<file path="src/rtl/dte_port_pkg.sv">
package dte_port_pkg;
    typedef enum logic [1:0] {
        SRC_LOCAL = 2'b00,
        SRC_TERM  = 2'b01,
        SRC_RECOV = 2'b10,
        SRC_SPARE = 2'b11
    } tx_src_e;

    typedef enum logic [1:0] {
        TRIM_NONE  = 2'b00,
        TRIM_SHORT = 2'b01,
        TRIM_LONG  = 2'b10
    } trim_e;
endpackage

</file>
<file path="src/rtl/dte_sync_flop.sv">
module dte_sync_flop #(
    parameter int STAGES = 2
) (
    input  logic clk,
    input  logic rst_n,
    input  logic async_in,
    output logic sync_out
);
    typedef struct packed {
        logic [STAGES-1:0] chain;
    } sync_st_t;

    sync_st_t st_d, st_q;

    always_comb begin
        st_d = st_q;
        st_d.chain[0] = async_in;
        for (int i = 1; i < STAGES; i++) begin
            st_d.chain[i] = st_q.chain[i-1];
        end
    end

    always_ff @(posedge clk) begin
        if (!rst_n) st_q <= '0;
        else        st_q <= st_d;
    end

    assign sync_out = st_q.chain[STAGES-1];
endmodule

</file>
<file path="src/rtl/dte_txclk_dpll.sv">
module dte_txclk_dpll import dte_port_pkg::*; #(
    parameter int DIV_FAST = 32,
    parameter int DIV_SLOW = 64
) (
    input  logic clk,
    input  logic rst_n,
    input  logic rate_slow,
    input  logic ref_en,
    input  logic ref_rise,
    output logic tx_clk,
    output logic tx_rise
);
    localparam int CW = $clog2(DIV_SLOW + 1);
    localparam logic [CW-1:0] P_FAST     = CW'(DIV_FAST);
    localparam logic [CW-1:0] P_SLOW     = CW'(DIV_SLOW);
    localparam logic [CW-1:0] RUN_MAX    = '1;
    localparam logic [CW-1:0] RUN_FLOOR  = CW'(DIV_FAST / 2 - 2);

    typedef struct packed {
        logic [CW-1:0] cnt;
        trim_e         trim;
        logic          slow;
        logic          clk_lvl;
        logic          rise;
        logic [CW-1:0] run;
    } dpll_st_t;

    dpll_st_t      st_d, st_q;
    logic [CW-1:0] period, half, wrap_at;

    always_comb begin
        period = st_q.slow ? P_SLOW : P_FAST;
        half   = period >> 1;
        case (st_q.trim)
            TRIM_SHORT: wrap_at = period - CW'(2);
            TRIM_LONG:  wrap_at = period;
            default:    wrap_at = period - CW'(1);
        endcase

        st_d = st_q;
        // Bit boundary: restart the count and pick up a new rate here only
        if (st_q.cnt >= wrap_at) begin
            st_d.cnt  = '0;
            st_d.trim = TRIM_NONE;
            st_d.slow = rate_slow;
        end else begin
            st_d.cnt = st_q.cnt + CW'(1);
        end
        // Phase detector: the reference edge against our own rising point
        if (ref_en && ref_rise) begin
            if (st_q.cnt < half)      st_d.trim = TRIM_SHORT;
            else if (st_q.cnt > half) st_d.trim = TRIM_LONG;
            else                      st_d.trim = TRIM_NONE;
        end
        st_d.clk_lvl = (st_d.cnt >= half);
        st_d.rise    = st_d.clk_lvl & ~st_q.clk_lvl;
        if (st_d.clk_lvl != st_q.clk_lvl) st_d.run = '0;
        else if (st_q.run != RUN_MAX)     st_d.run = st_q.run + CW'(1);
    end

    always_ff @(posedge clk) begin
        if (!rst_n) begin
            st_q      <= '0;
            st_q.trim <= TRIM_NONE;
        end else begin
            st_q <= st_d;
        end
    end

    assign tx_clk  = st_q.clk_lvl;
    assign tx_rise = st_q.rise;

    // a phase of tx_clk never ends before DIV_FAST/2-1 cycles
    assert_min_phase_R10: assert property (@(posedge clk) disable iff (!rst_n)
        (st_q.clk_lvl != $past(st_q.clk_lvl)) |-> ($past(st_q.run) >= RUN_FLOOR));
endmodule

</file>
<file path="src/rtl/dte_rxclk_gen.sv">
module dte_rxclk_gen #(
    parameter int DIV_FAST = 32,
    parameter int DIV_SLOW = 64
) (
    input  logic clk,
    input  logic rst_n,
    input  logic rate_slow,
    input  logic carrier,
    input  logic bit_stb,
    input  logic bit_in,
    output logic rx_bit,
    output logic rx_clk,
    output logic rx_rise
);
    localparam int CW = $clog2(DIV_SLOW + 1);
    localparam logic [CW-1:0] H_FAST = CW'(DIV_FAST / 2);
    localparam logic [CW-1:0] H_SLOW = CW'(DIV_SLOW / 2);

    typedef struct packed {
        logic          bit_lvl;
        logic          clk_lvl;
        logic          rise;
        logic [CW-1:0] cnt;
    } rx_st_t;

    rx_st_t        st_d, st_q;
    logic [CW-1:0] half;

    always_comb begin
        half = rate_slow ? H_SLOW : H_FAST;
        st_d = st_q;
        if (!carrier) begin
            st_d.bit_lvl = 1'b1;
            st_d.clk_lvl = 1'b0;
            st_d.cnt     = '0;
        end else if (bit_stb) begin
            st_d.bit_lvl = bit_in;
            st_d.clk_lvl = 1'b0;
            st_d.cnt     = '0;
        end else if (st_q.cnt < half) begin
            st_d.cnt = st_q.cnt + CW'(1);
            if ((st_q.cnt + CW'(1)) == half) st_d.clk_lvl = 1'b1;
        end
        st_d.rise = st_d.clk_lvl & ~st_q.clk_lvl;
    end

    always_ff @(posedge clk) begin
        if (!rst_n) begin
            st_q         <= '0;
            st_q.bit_lvl <= 1'b1;
        end else begin
            st_q <= st_d;
        end
    end

    assign rx_bit  = st_q.bit_lvl;
    assign rx_clk  = st_q.clk_lvl;
    assign rx_rise = st_q.rise;

    // with no carrier the outputs rest at mark with the clock low
    assert_idle_mark_R7: assert property (@(posedge clk) disable iff (!rst_n)
        !carrier |=> (st_q.bit_lvl && !st_q.clk_lvl));
    // data moves only while the receive clock is low
    assert_bit_moves_low_R8: assert property (@(posedge clk) disable iff (!rst_n)
        !$stable(st_q.bit_lvl) |-> !st_q.clk_lvl);
endmodule

</file>
<file path="src/rtl/dte_sync_port.sv">
module dte_sync_port import dte_port_pkg::*; #(
    parameter int DIV_FAST    = 32,
    parameter int DIV_SLOW    = 64,
    parameter int SYNC_STAGES = 2
) (
    input  logic       clk,
    input  logic       rst_n,
    input  logic [1:0] clk_src,
    input  logic       rate_slow,
    input  logic       async_en,
    input  logic       ext_clk,
    input  logic       tx_data,
    input  logic       carrier_ok,
    input  logic       dp_rx_stb,
    input  logic       dp_rx_bit,
    output logic       tx_clk,
    output logic       dp_tx_bit,
    output logic       dp_tx_stb,
    output logic       rx_clk,
    output logic       rx_data
);
    typedef struct packed {
        logic ext_prev;
        logic bit_lvl;
        logic stb;
    } smp_st_t;

    tx_src_e src;
    logic    ext_lvl, txd_lvl, ext_rise, tx_rise_w, rx_rise_w;
    logic    ref_en, ref_rise, pick;
    smp_st_t s_d, s_q;

    assign src = tx_src_e'(clk_src);

    dte_sync_flop #(.STAGES(SYNC_STAGES)) u_ext_sync (
        .clk(clk), .rst_n(rst_n), .async_in(ext_clk), .sync_out(ext_lvl));

    dte_sync_flop #(.STAGES(SYNC_STAGES)) u_txd_sync (
        .clk(clk), .rst_n(rst_n), .async_in(tx_data), .sync_out(txd_lvl));

    dte_txclk_dpll #(.DIV_FAST(DIV_FAST), .DIV_SLOW(DIV_SLOW)) u_dpll (
        .clk(clk), .rst_n(rst_n), .rate_slow(rate_slow), .ref_en(ref_en),
        .ref_rise(ref_rise), .tx_clk(tx_clk), .tx_rise(tx_rise_w));

    dte_rxclk_gen #(.DIV_FAST(DIV_FAST), .DIV_SLOW(DIV_SLOW)) u_rxgen (
        .clk(clk), .rst_n(rst_n), .rate_slow(rate_slow), .carrier(carrier_ok),
        .bit_stb(dp_rx_stb), .bit_in(dp_rx_bit), .rx_bit(rx_data),
        .rx_clk(rx_clk), .rx_rise(rx_rise_w));

    always_comb begin
        ext_rise = ext_lvl & ~s_q.ext_prev;
        ref_en   = (src == SRC_TERM) || (src == SRC_RECOV);
        ref_rise = (src == SRC_TERM) ? ext_rise : rx_rise_w;
        pick     = (src == SRC_TERM) ? ext_rise : tx_rise_w;

        s_d          = s_q;
        s_d.ext_prev = ext_lvl;
        s_d.stb      = 1'b0;
        if (!async_en && pick) begin
            s_d.bit_lvl = txd_lvl;
            s_d.stb     = 1'b1;
        end
    end

    always_ff @(posedge clk) begin
        if (!rst_n) s_q <= '{ext_prev: 1'b0, bit_lvl: 1'b1, stb: 1'b0};
        else        s_q <= s_d;
    end

    assign dp_tx_bit = async_en ? tx_data : s_q.bit_lvl;
    assign dp_tx_stb = s_q.stb;

    // no capture strobe while the bypass has been on for a full cycle
    assert_async_quiet_R9: assert property (@(posedge clk) disable iff (!rst_n)
        (async_en && $past(async_en)) |-> !dp_tx_stb);
    // a strobed bit equals the synchronized line one cycle earlier
    assert_sample_value_R3: assert property (@(posedge clk) disable iff (!rst_n)
        (dp_tx_stb && !async_en) |-> (dp_tx_bit == $past(txd_lvl)));
endmodule

</file>
<file path="config.mk">
export PLATFORM = sky130hd
export DESIGN_NAME = dte_sync_port
export DESIGN_NICKNAME = d
export VERILOG_FILES = /design/src/rtl/dte_port_pkg.sv /design/src/rtl/dte_sync_flop.sv /design/src/rtl/dte_txclk_dpll.sv /design/src/rtl/dte_rxclk_gen.sv /design/src/rtl/dte_sync_port.sv
export SDC_FILE = /design/constraint.sdc
export NUM_CORES = 1
export LEC_CHECK = 0
export BUFFER_PORTS_ARGS = -buffer_cell sky130_fd_sc_hd__buf_2
export CAP_MARGIN = 15
export CORE_MARGIN = 2
export CORE_UTILIZATION = 58
export DETAILED_ROUTE_END_ITERATION = 7
export PLACE_DENSITY = 0.83
export SETUP_SLACK_MARGIN = 0.4
export SYNTH_ARGS = -nofsm -noshare
export SYNTH_HDL_FRONTEND = slang
export SYNTH_HIERARCHICAL = 1
export SYNTH_SLANG_ARGS = --single-unit
</file>
<file path="constraint.sdc">
create_clock -name clk -period 3.7 [get_ports clk]
set_clock_uncertainty 0.2 [all_clocks]
set_input_delay 1.11 -clock clk [delete_from_list [all_inputs] [get_ports clk]]
set_output_delay 1.11 -clock clk [all_outputs]
set_load 0.05 [all_outputs]
</file>
==> metrics.cfg, run 1 <==
[clock_tree]
cts.path.max_buffers = 2
htree_levels = 2
cts_tree = built
root_buffer = clkbuf_4
cts.hold.buffers_added = 0
insertion_delay_ns = 0.33
numCtsBuffers = 5
cts.reportedPaths.clkPinSlew_ns = 0.10
cts_sinks = 29

[yosys]
yosys_register_bits = 29
synth_edf_count = 0
async_flop_share_pct = 0
yosys_warnings = 6
synth_seq_area_share_pct = 33.8
synthCells = 191
syn_nets = 218
synth_flop_cell = dfxtp_1
netlist_area_mm2 = 0.00172
netlist-cell-type-count = 58
syn_area_per_cell_um2 = 9.00

[timing]
hold_viol_final = 0
fmax_ghz = 0.317
period_minus_slack_ns = 3.16
tightest_slew_ns = 0.658
tns_ns = 0
rsz0062_at_grt = false
finalWorstSetupSlack_ns = 0.541
relSlewSlack_pct = 55.6
final.period_utilization_pct = 85.4
finalSetupViolCount = 0
slew_viol_final = 0

[floorplanning]
dieArea_mm2 = 0.00342
pin_count = 16
die_w_um = 58.4
die_h_um = 58.4
initial_core_util_pct = 61.8
core_mm2 = 0.00278
row_count = 19

[worst_setup_path]
crit_family = compound AO/OA/AOI/OAI gates
crit_type = reg2reg
arrival_ns = 3.17
crit_path_end_kind = register
path_max_fanout = 7
crit_path_start_kind = register
crit_chain = inv_2, ha_4, inv_1, o31a_1, ha_1, nand2_1, a211o_2, or2b_1, nand2b_1, ha_1, nand2_2, a2111oi_4, o31ai_2, a31oi_1
crit_path_top_delay_cell = dfxtp_2
crit_path_max_incr_delay_ns = 0.34
cp_num_buf_inv = 2
cp.required_ns = 3.72
critical_path.most_common_cell = ha_1

[status]
status = finished, final reports clean

[pwr]
power_frac_comb_pct = 8.2
p_switching_w = 0.000152
ir_drop_mv = 0.257
p_clk_share_pct = 35.9
swShare_pct = 26.0
powerDensity_mw_per_mm2 = 305
power_frac_seq_pct = 55.9
internal_power_w = 0.000431
leakage_nw = 0.768

[detailed_routing]
m1WireLength_um = 1470
drc_errors = 0
wl_met3_um = 220
top_layer_used = met4
route.met2.wl_um = 1730
firstDrtPassIters = 4
via_per_inst = 6.18
drt_iter0_markers = 61
num_vias = 1484
antenna_left = 0
routed_wirelength_um = 3580
wl_per_cell_um = 14.9

[global_route]
grt_use_total_pct = 23.3
grt_pass1_wl_um = 6000
grt_pass1_vias = 1449
grt_overflow = 0
grt_max_degree = 19
antenna_found_initial = 0

[finish]
final_nets = 235
diodes = 0
post-route-util_pct = 68.6
drive_gt1_share_pct = 21.1
area_growth_pct = 11.1

[hold_path]
hold_class = reg2reg

[placed_design]
dpl.hpwl_um = 2570
pre_cts_ws_ns = 0.346
place_congestion = 0.888
portBuffers = 15

[flow_run]
drv_cap = 0

[cell usage after synthesis, drive strengths merged (3+ instances only)]
cell type	count	area, um2
dfxtp	29	581
inv	18	67.6
nor2	18	67.6
ha	16	200
nand3	12	60.1
nand2	11	41.3
xnor2	9	78.8
and2	6	37.5
buf	6	50.0
o21ai	5	28.8
and3	4	32.5
xor2	4	35.0
a21oi	3	15.0
mux2i	3	30.0
nand3b	3	22.5
nor3	3	15.0
[path summary, 6_finish.rpt]
check / endpoint / slack (ns) / startpoint / depth (start not counted)
worst min-delay path: u_dpll/tx_rise / 0.23 / u_dpll/tx_clk / 1
worst min register to register: u_dpll/tx_rise / 0.23 / u_dpll/tx_clk / 1
worst max register to register: u_dpll/tx_rise / 0.54 / u_dpll/st_q[10] / 14
worst max-delay path: u_dpll/tx_rise / 0.54 / u_dpll/st_q[10] / 14
[kinds of logic after synthesis]
| family | Yosys count | synth area share [%] |
|---|---|---|
| AND/OR/NAND/NOR | 74 | 24.4 |
| AO/OA/AOI/OAI | 31 | 14.3 |
| flip-flops | 29 | 33.8 |
| buffers and inverters | 24 | 6.84 |
| adder cells (fa/ha/maj) | 16 | 11.6 |
| XOR/XNOR | 13 | 6.62 |
| multiplexers | 4 | 2.40 |
[what timing repair did]
action / in CTS / in global routing
gates cloned: 0 / 0
pin swaps: 0 / 3
setup endpoints to repair: 2 / 2
gates resized for setup: 3 / 10
buffers inserted: 0 / 1
[power groups by stage]
| stage | registers (W) | clock network [W] | logic, W |
|---|---|---|---|
| 3_5_place_dp | 0.000333 | 0 | 0.0000466 |
| 5_1_grt | 0.000327 | 0.000229 | 0.0000532 |
| 6_report | 0.000326 | 0.000210 | 0.0000478 |
| 3_3_place_gp | 0.000332 | 0 | 0.0000449 |
| 4_1_cts | 0.000325 | 0.000214 | 0.0000472 |
| 2_1_floorplan | 0.000331 | 0 | 0.0000336 |
[cell type report]
type / instances / area (um2)
inverter: 18 / 67.6
timing repair buffer: 16 / 82.6
multi-input combinational: 138 / 1070
fill: 222 / 872
sequential: 29 / 583
tap: 31 / 38.8
clock inverter: 2 / 13.8
clock buffer: 6 / 51.3
[registers in the layout (all words and copies together), names as in the netlist]
register	cells
u_dpll/st_q	10
u_rxgen/st_q	7
s_q	2
u_ext_sync/st_q	2
u_txd_sync/st_q	2
dp_tx_stb	1
u_dpll/tx_clk	1
u_dpll/tx_rise	1
u_rxgen/rx_bit	1
u_rxgen/rx_clk	1
u_rxgen/rx_rise	1
[routing by layer]
layer,vias to the layer above,global-route usage [%]
met5,-,0
met4,0,12.6
met3,28,7.47
met2,67,40.3
met1,682,25.0
li1,707,-
[metrics by stage]
| step | total power [W] | hold WS (ns) | std cells | area, um2 |
|---|---|---|---|---|
| 2_1_floorplan | 0.000365 | 0.212 | 191 | 1720 |
| 3_3_place_gp | 0.000377 | 0.212 | 231 | 1780 |
| 3_5_place_dp | 0.000379 | 0.220 | 231 | 1780 |
| 4_1_cts | 0.000587 | 0.234 | 239 | 1860 |
| 5_1_grt | 0.000609 | 0.260 | 240 | 1910 |
| 6_report | 0.000583 | 0.232 | 240 | 1910 |
[cell usage in the layout (no fill, tap or decap), types with 2 or more instances in the layout]
cell type  netlist  routed
xnor2_1          9       9
nor2b_1          2       2
and2_1           5       5
and4_1           2       2
nand2_1         11      10
inv_1           18      17
buf_2            1      15
nand3b_1         3       3
dfxtp_1         29      27
nand3_1         12      12
and3_2           2       2
o21ai_1          0       2
xor2_1           4       4
a31oi_1          2       2
dfxtp_2          0       2
o22ai_1          2       2
o21ai_0          4       2
mux2i_1          3       3
a21oi_1          3       3
clkbuf_4         0       5
a41oi_1          2       2
nor2_1          18      18
ha_4             0       2
nand2b_1         2       2
ha_1            16      14
nor3_1           3       3
(Power assumes the default switching activity.)
==> run 2: changes to the inputs <==
--- a/config.mk
+++ b/config.mk
@@ -5,12 +5,13 @@
 export SDC_FILE = /design/constraint.sdc
 export NUM_CORES = 1
 export LEC_CHECK = 0
+export ABC_AREA = 1
 export BUFFER_PORTS_ARGS = -buffer_cell sky130_fd_sc_hd__buf_2
 export CAP_MARGIN = 15
 export CORE_MARGIN = 2
-export CORE_UTILIZATION = 58
+export CORE_UTILIZATION = 59
 export DETAILED_ROUTE_END_ITERATION = 7
-export PLACE_DENSITY = 0.83
+export PLACE_DENSITY = 0.84
 export SETUP_SLACK_MARGIN = 0.4
 export SYNTH_ARGS = -nofsm -noshare
 export SYNTH_HDL_FRONTEND = slang
==> run 2 against run 1 <==
Against the previous run: global-route usage down 0.56 points; total power is 11% higher; synthesized cell count up 32%; critical path type unchanged; count of clock-buffer cells in the layout is 1 lower; final area increased by 2.9%; sequential cell count is the same; utilization rose by 1.4 points; first-iteration DRC count grew 21%; wire length shrank 7.1%.
==> metrics.cfg, run 2 <==
[timing]
rsz0062_at_grt = false
period_minus_slack_ns = 3.01  ; -0.148 ns
finalSetupViolCount = 0  ; unchanged
hold_slack_ns = 0.223  ; -0.00963 ns
relSlewSlack_pct = 77.3  ; +22 points
final.period_utilization_pct = 81.4  ; -4.0 points
fmax_ghz = 0.332  ; +4.9%
tightest_slew_ns = 0.339  ; -0.319 ns
tns_ns = 0  ; unchanged
finalWorstSetupSlack_ns = 0.689  ; +0.148 ns
hold_viol_final = 0  ; unchanged
slew_viol_final = 0  ; unchanged

[global_route]
grt_pass1_wl_um = 5990  ; -0.23%
grt_pass1_vias = 1481  ; +2.2%
grt_max_degree = 12  ; -7
antenna_found_initial = 0  ; unchanged
grt_overflow = 0  ; unchanged
grt_use_total_pct = 22.7  ; -0.56 points

[finish]
mostFrequentLayoutCells = 61 x nand2_1, 46 x inv_1, 29 x dfxtp_1
largest_reg_flops = 10  ; unchanged
largestRegisters = u_dpll/st_q x10, u_rxgen/st_q x7
final_nets = 301  ; +28%
multi_input_area_um2 = 991  ; -7.6%
regArea_um2 = 581  ; -0.43%
largest-register = u_dpll/st_q
nFillCells = 257  ; +16%
drive_gt1_share_pct = 19.3  ; -1.8 points
fin_area_mm2 = 0.00196  ; +2.9%
final_common_cell = nand2_1
area_growth_pct = 11.0  ; about the same
diodes = 0  ; unchanged

[worst_setup_path]
crit_family = adder cells
crit_path_max_incr_delay_ns = 0.36  ; +0.02 ns
crit_chain = inv_1, ha_1, o21ai_0, o31ai_1, ha_1, nand2_1, nor2_1, a21boi_2, nand2_2, nor2_4, nand3b_1, ha_1, nand2_1, inv_1, nand2_1, inv_1, nand2_1, nand2_1, nand2_2, inv_1
cp_num_buf_inv = 4  ; +2
arrival_ns = 3.06  ; -0.11 ns
critical_path.most_common_cell = nand2_1
cp.required_ns = 3.75  ; +0.03 ns
crit_path_top_delay_cell = dfxtp_1
crit_path_end_kind = register
crit_path_start_kind = register
path_max_fanout = 5  ; -2
crit_type = reg2reg

[flow_run]
drv_cap = 0  ; unchanged

[detailed_routing]
wl_per_cell_um = 10.9  ; -27%
drc_errors = 0  ; unchanged
antenna_left = 0  ; unchanged
via_per_inst = 5.15  ; -17%
num_vias = 1577  ; +6.3%
drt_iter0_markers = 74  ; +21%
routed_wirelength_um = 3330  ; -7.1%
firstDrtPassIters = 4  ; unchanged

[floorplanning]
row_count = 19  ; unchanged
dieArea_mm2 = 0.00346  ; +1.1%
die_h_um = 58.8  ; +0.57%
die_w_um = 58.8  ; +0.57%
pin_count = 16  ; unchanged
initial_core_util_pct = 63.1  ; +1.3 points
core_mm2 = 0.00281  ; +0.85%

[pwr]
power_frac_seq_pct = 50.7  ; -5.2 points
leakage_nw = 1.03  ; +34%
p_clk_share_pct = 40.8  ; +4.9 points
p_switching_w = 0.000165  ; +8.7%
powerDensity_mw_per_mm2 = 329  ; +7.8%
ir_drop_mv = 0.281  ; +9.6%
power_frac_comb_pct = 8.5  ; +0.3 points
swShare_pct = 25.5  ; -0.52 points
internal_power_w = 0.000482  ; +12%
total_power_w = 0.000647  ; +11%

[placed_design]
place_congestion = 0.844  ; -5.0%
placed_area_mm2 = 0.00187  ; +5.1%
dpl.hpwl_um = 2560  ; -0.67%
portBuffers = 15  ; unchanged
pre_cts_ws_ns = 0.623  ; +0.277 ns

[yosys]
synth_flop_cell = dfxtp_1
synth_seq_area_share_pct = 32.8  ; -0.98 points
synth_top_cells_by_area = dfxtp_1 33%, nand2_1 13%, ha_1 11%
netlist-cell-type-count = 28  ; -52%
yosys_warnings = 6  ; unchanged
netlist_area_mm2 = 0.00177  ; +3.0%
async_flop_share_pct = 0  ; unchanged
synth_edf_count = 0  ; unchanged
yosys_register_bits = 29  ; unchanged
synth_top_cell_by_area = dfxtp_1
synthCells = 252  ; +32%
yosysTopAreaCellShare_pct = 32.8  ; -0.98 points
synth_most_common_cell = nand2_1
syn_area_per_cell_um2 = 7.03  ; -22%
synth_common_cells = 61 x nand2_1, 46 x inv_1, 29 x dfxtp_1, 23 x nor2_1, 16 x ha_1
syn_nets = 279  ; +28%

[clock_tree]
numCtsBuffers = 5  ; unchanged
ctsResizeCount = 0  ; -3
insertion_delay_ns = 0.34  ; about the same
cts.reportedPaths.clkPinSlew_ns = 0.11  ; about the same
cts_tree = built
htree_levels = 2  ; unchanged
postCtsSetupBuffers = 0  ; unchanged
cts.path.max_buffers = 2  ; unchanged
cts.hold.buffers_added = 0  ; unchanged
root_buffer = clkbuf_4
cts_sinks = 29  ; unchanged

[status]
status = finished, final reports clean

[hold_path]
hold_class = reg2reg

==> run 2: changes by cell type in the layout (fill, tap and decap cells not counted), sizes merged, moves of 5 or more <==
cell	previous run	this run
and2	6	0
inv	18	48
o21ai	5	10
nand2	11	74
a21oi	3	13
nor2	18	30
xnor2	9	1
==> run 2: cells by family after synthesis <==
group / after synthesis / share of synthesized area (%)
AO/OA/AOI/OAI: 30 / 10.5
XOR/XNOR: 2 / 0.990
adder cells (fa/ha/maj): 16 / 11.3
buffers and inverters: 51 / 11.2
flip-flops: 29 / 32.8
AND/OR/NAND/NOR: 124 / 33.1
==> run 2: area by class of cell <==
| type | instances | share of cell area (%) |
|---|---|---|
| flip-flops and latches | 29 | 29.6 |
| well taps | 31 | 1.97 |
| multi-input cells | 172 | 50.4 |
| repair buffers | 16 | 4.20 |
| clock buffers | 5 | 1.91 |
| inverters | 50 | 9.55 |
| clock inverters | 3 | 2.36 |
==> run 2: per-layer routing <==
layer  wire length, um  vias up  part of all wire [%]  track usage (%)
met5                 0        -                     0                0
met4                64        0                   1.9             7.47
met3               132        9                   4.0             7.47
met2              1620       32                    49             38.9
met1              1510      700                    45             26.6
li1                  -      836                     -                -
==> run 2: path summary, 6_finish.rpt <==
check,start,end,slack (ns),depth (start not counted)
setup / recovery,u_dpll/st_q[10],u_dpll/tx_clk,0.69,20
hold / removal,u_dpll/tx_clk,u_dpll/tx_rise,0.22,1
setup reg to reg,u_dpll/st_q[10],u_dpll/tx_clk,0.69,20
hold reg to reg,u_dpll/tx_clk,u_dpll/tx_rise,0.22,1
==> run 2: power by group through the flow <==
stage	logic, W	registers, W	clock network, W
4_1_cts	0.0000551	0.000328	0.000271
3_5_place_dp	0.0000542	0.000335	0
2_1_floorplan	0.0000381	0.000334	0
6_report	0.0000549	0.000328	0.000264
3_3_place_gp	0.0000539	0.000334	0
5_1_grt	0.0000629	0.000329	0.000284
==> run 2: through the flow <==
stage | util, % | std cells
3_5_place_dp | 66.8 | 297
2_1_floorplan | - | 252
4_1_cts | 69.8 | 305
5_1_grt | 70.0 | 306
6_report | 70.0 | 306
3_3_place_gp | 66.8 | 297
==> run 2: worst register-to-register path, cell delays in order (launching register included) <==
cell and delay, ns:
dfxtp_1 0.36, inv_1 0.07, ha_1 0.32, o21ai_0 0.16
o31ai_1 0.09, ha_1 0.27, nand2_1 0.10, nor2_1 0.06
a21boi_2 0.17, nand2_2 0.09, nor2_4 0.19, nand3b_1 0.13
ha_1 0.31, nand2_1 0.07, inv_1 0.03, nand2_1 0.05
inv_1 0.04, nand2_1 0.06, nand2_1 0.06, nand2_2 0.07
inv_1 0.04
==> run 3: changes to the inputs <==
==> constraint.sdc (replaced) <==
create_clock -name clk -period 2.95 [get_ports clk]
set_clock_uncertainty 0.2 [all_clocks]
set_input_delay 0.885 -clock clk [delete_from_list [all_inputs] [get_ports clk]]
set_output_delay 0.885 -clock clk [all_outputs]
set_load 0.05 [all_outputs]
==> run 3 against run 2 <==
Against the previous run: wire length up 7.6%; register-to-register slack got worse by 0.54 ns; combinational power rose by 28%; sequential share of layout area decreased by 1.1 points; sequential power is 25% higher; final area up 4.8%; fmax increased by 7.4%; utilization grew 3.4 points; die area did not move; critical endpoint is now u_dpll/tx_rise; highest routed layer unchanged.
==> metrics.cfg, run 3 (synthesis gave the netlist of run 2 again) <==
[pwr]
swShare_pct = 28.5  ; +3.0 points
internal_power_w = 0.000514  ; +6.7%
powerDensity_mw_per_mm2 = 349  ; +6.0%
leakage_nw = 1.06  ; +3.7%
p_clk_share_pct = 33.2  ; -7.6 points
power_frac_comb_pct = 9.7  ; +1.2 points
ir_drop_mv = 0.350  ; +24%
power_frac_seq_pct = 57.0  ; +6.3 points
p_switching_w = 0.000205  ; +24%
total_power_w = 0.000719  ; +11%

[flow_run]
drv_cap = 0  ; unchanged

[detailed_routing]
num_vias = 1587  ; +0.63%
drc_errors = 0  ; unchanged
drt_iter0_markers = 52  ; -30%
antenna_left = 0  ; unchanged
routed_wirelength_um = 3580  ; +7.6%
wl_per_cell_um = 11.3  ; +4.2%
firstDrtPassIters = 4  ; unchanged
via_per_inst = 5.02  ; -2.6%

[placed_design]
portBuffers = 15  ; unchanged
dp.cells = 298  ; +0.34%
dpl.hpwl_um = 2530  ; -0.99%
place_congestion = 0.933  ; +11%

[timing]
period_minus_slack_ns = 2.80  ; -0.207 ns
tightest_slew_ns = 0.335  ; -0.00388 ns
hold_viol_final = 0  ; unchanged
hold_slack_ns = 0.221  ; -0.00165 ns
relSlewSlack_pct = 77.6  ; +0.26 points
rsz0062_at_grt = true
finalSetupViolCount = 0  ; unchanged
tns_ns = 0  ; unchanged
final.period_utilization_pct = 95.0  ; +14 points
fmax_ghz = 0.357  ; +7.4%
slew_viol_final = 0  ; unchanged

[finish]
mostFrequentLayoutCells = 59 x nand2_1, 44 x inv_1, 27 x dfxtp_1
largest-register = u_dpll/st_q
final_common_cell = nand2_1
final_nets = 311  ; +3.3%
nFillCells = 220  ; -14%
final_cells = 316  ; +3.3%
diodes = 0  ; unchanged
largestRegisters = u_dpll/st_q x10, u_rxgen/st_q x7
area_growth_pct = 16.3
largest_reg_flops = 10  ; unchanged
drive_gt1_share_pct = 26.3  ; +7.0 points

[worst_setup_path]
reg2reg_slack_ns = 0.15  ; -0.54 ns
path_max_fanout = 4  ; -1
arrival_ns = 2.84  ; -0.22 ns
rr_startpoint = u_dpll/st_q[10]
cp.required_ns = 2.99  ; -0.76 ns
crit_path_end_kind = register
crit_type = reg2reg
rr_worst_depth = 18  ; -10%
crit_path_start_kind = register
rr_endpoint = u_dpll/tx_rise

[floorplanning]
row_count = 19  ; unchanged
die_w_um = 58.8  ; unchanged
pin_count = 16  ; unchanged
core_mm2 = 0.00281  ; unchanged
die_h_um = 58.8  ; unchanged
dieArea_mm2 = 0.00346  ; unchanged
initial_core_util_pct = 63.1  ; unchanged

[global_route]
grt_overflow = 0  ; unchanged
grt_use_total_pct = 23.5  ; +0.84 points
antenna_found_initial = 0  ; unchanged
grt_pass1_wl_um = 6090  ; +1.7%
grt_pass1_vias = 1476  ; -0.34%
grt_max_degree = 12  ; unchanged

[clock_tree]
root_buffer = clkbuf_4
cts_tree = built
cts.reportedPaths.clkPinSlew_ns = 0.10  ; about the same
cts.path.max_buffers = 2  ; unchanged
insertion_delay_ns = 0.33  ; about the same
numCtsBuffers = 5  ; unchanged
cts_sinks = 29  ; unchanged
cts.hold.buffers_added = 0  ; unchanged
htree_levels = 2  ; unchanged

[status]
status = finished, final reports clean

[hold_path]
min_to = u_ext_sync/st_q[1]
min_from = u_ext_sync/st_q[0]
min_path_cells = 2  ; +1
hold_class = reg2reg

==> run 3: how the worst max path moves through the flow <==
stage	from	end	slack, ns	cells past startpoint
final	u_dpll/st_q[10]	u_dpll/tx_rise	0.15	18
after global placement	u_dpll/st_q[10]	u_dpll/tx_clk	0.21	20
after global routing	u_dpll/st_q[10]	u_dpll/tx_rise	-0.03	21
after CTS	u_dpll/st_q[10]	u_dpll/tx_rise	0.20	19
after detailed placement	u_dpll/st_q[10]	u_dpll/tx_rise	0.12	22
after floorplan	u_dpll/st_q[10]	u_dpll/tx_rise	0.25	19
==> run 3: repair_timing <==
action                                 4_1_cts  5_1_grt
resized for setup                            6        0
endpoints found under the hold margin        0        0
pin swaps                                   11        0
setup endpoints to repair                    2        3
setup buffers                               10        0
==> run 3: cell type report <==
| type | count | area [um2] | share of cell area (%) |
|---|---|---|---|
| Clock inverter | 3 | 17.5 | 0.851 |
| Sequential cell | 29 | 586 | 28.4 |
| Clock buffer | 5 | 37.5 | 1.82 |
| Timing Repair Buffer | 26 | 158 | 7.65 |
| Inverter | 50 | 188 | 9.11 |
| Multi-Input combinational cell | 172 | 1030 | 50.2 |
| Tap cell | 31 | 38.8 | 1.88 |
==> run 3: power by group through the flow <==
stage / combinational, W / clock (W) / sequential, W
finish: 0.0000700 / 0.000239 / 0.000410
global route: 0.0000794 / 0.000261 / 0.000412
global placement: 0.0000683 / 0 / 0.000420
CTS: 0.0000699 / 0.000251 / 0.000410
detailed placement: 0.0000691 / 0 / 0.000420
floorplan: 0.0000483 / 0 / 0.000419
==> run 3: metal layers <==
| layer | wire length, um | GRT usage [%] |
|---|---|---|
| met5 | 0 | 0 |
| met4 | 118 | 13.0 |
| met3 | 115 | 6.15 |
| met2 | 1690 | 39.4 |
| met1 | 1650 | 27.2 |
==> run 3: per-stage QoR <==
stage                     area [um2]  util (%)  setup WS, ns
after floorplan                 1810         -         0.253
after global placement          1920      68.3         0.209
after detailed placement        1920      68.3         0.124
after CTS                       2060      73.4         0.204
after global routing            2060      73.4       -0.0294
final                           2060      73.4         0.146
==> run 3: critical path: stages (launching register included) <==
cell	delay, ns
dfxtp_2	0.36
inv_2	0.06
ha_4	0.23
o31ai_2	0.21
ha_1	0.27
nand2_2	0.09
nor2_2	0.05
a21boi_2	0.16
nand2_2	0.08
nor2_4	0.12
inv_2	0.05
nor2_1	0.10
ha_1	0.26
a21oi_1	0.18
nand2_1	0.07
inv_1	0.05
nand2_1	0.05
nand2_2	0.07
nor2_2	0.04
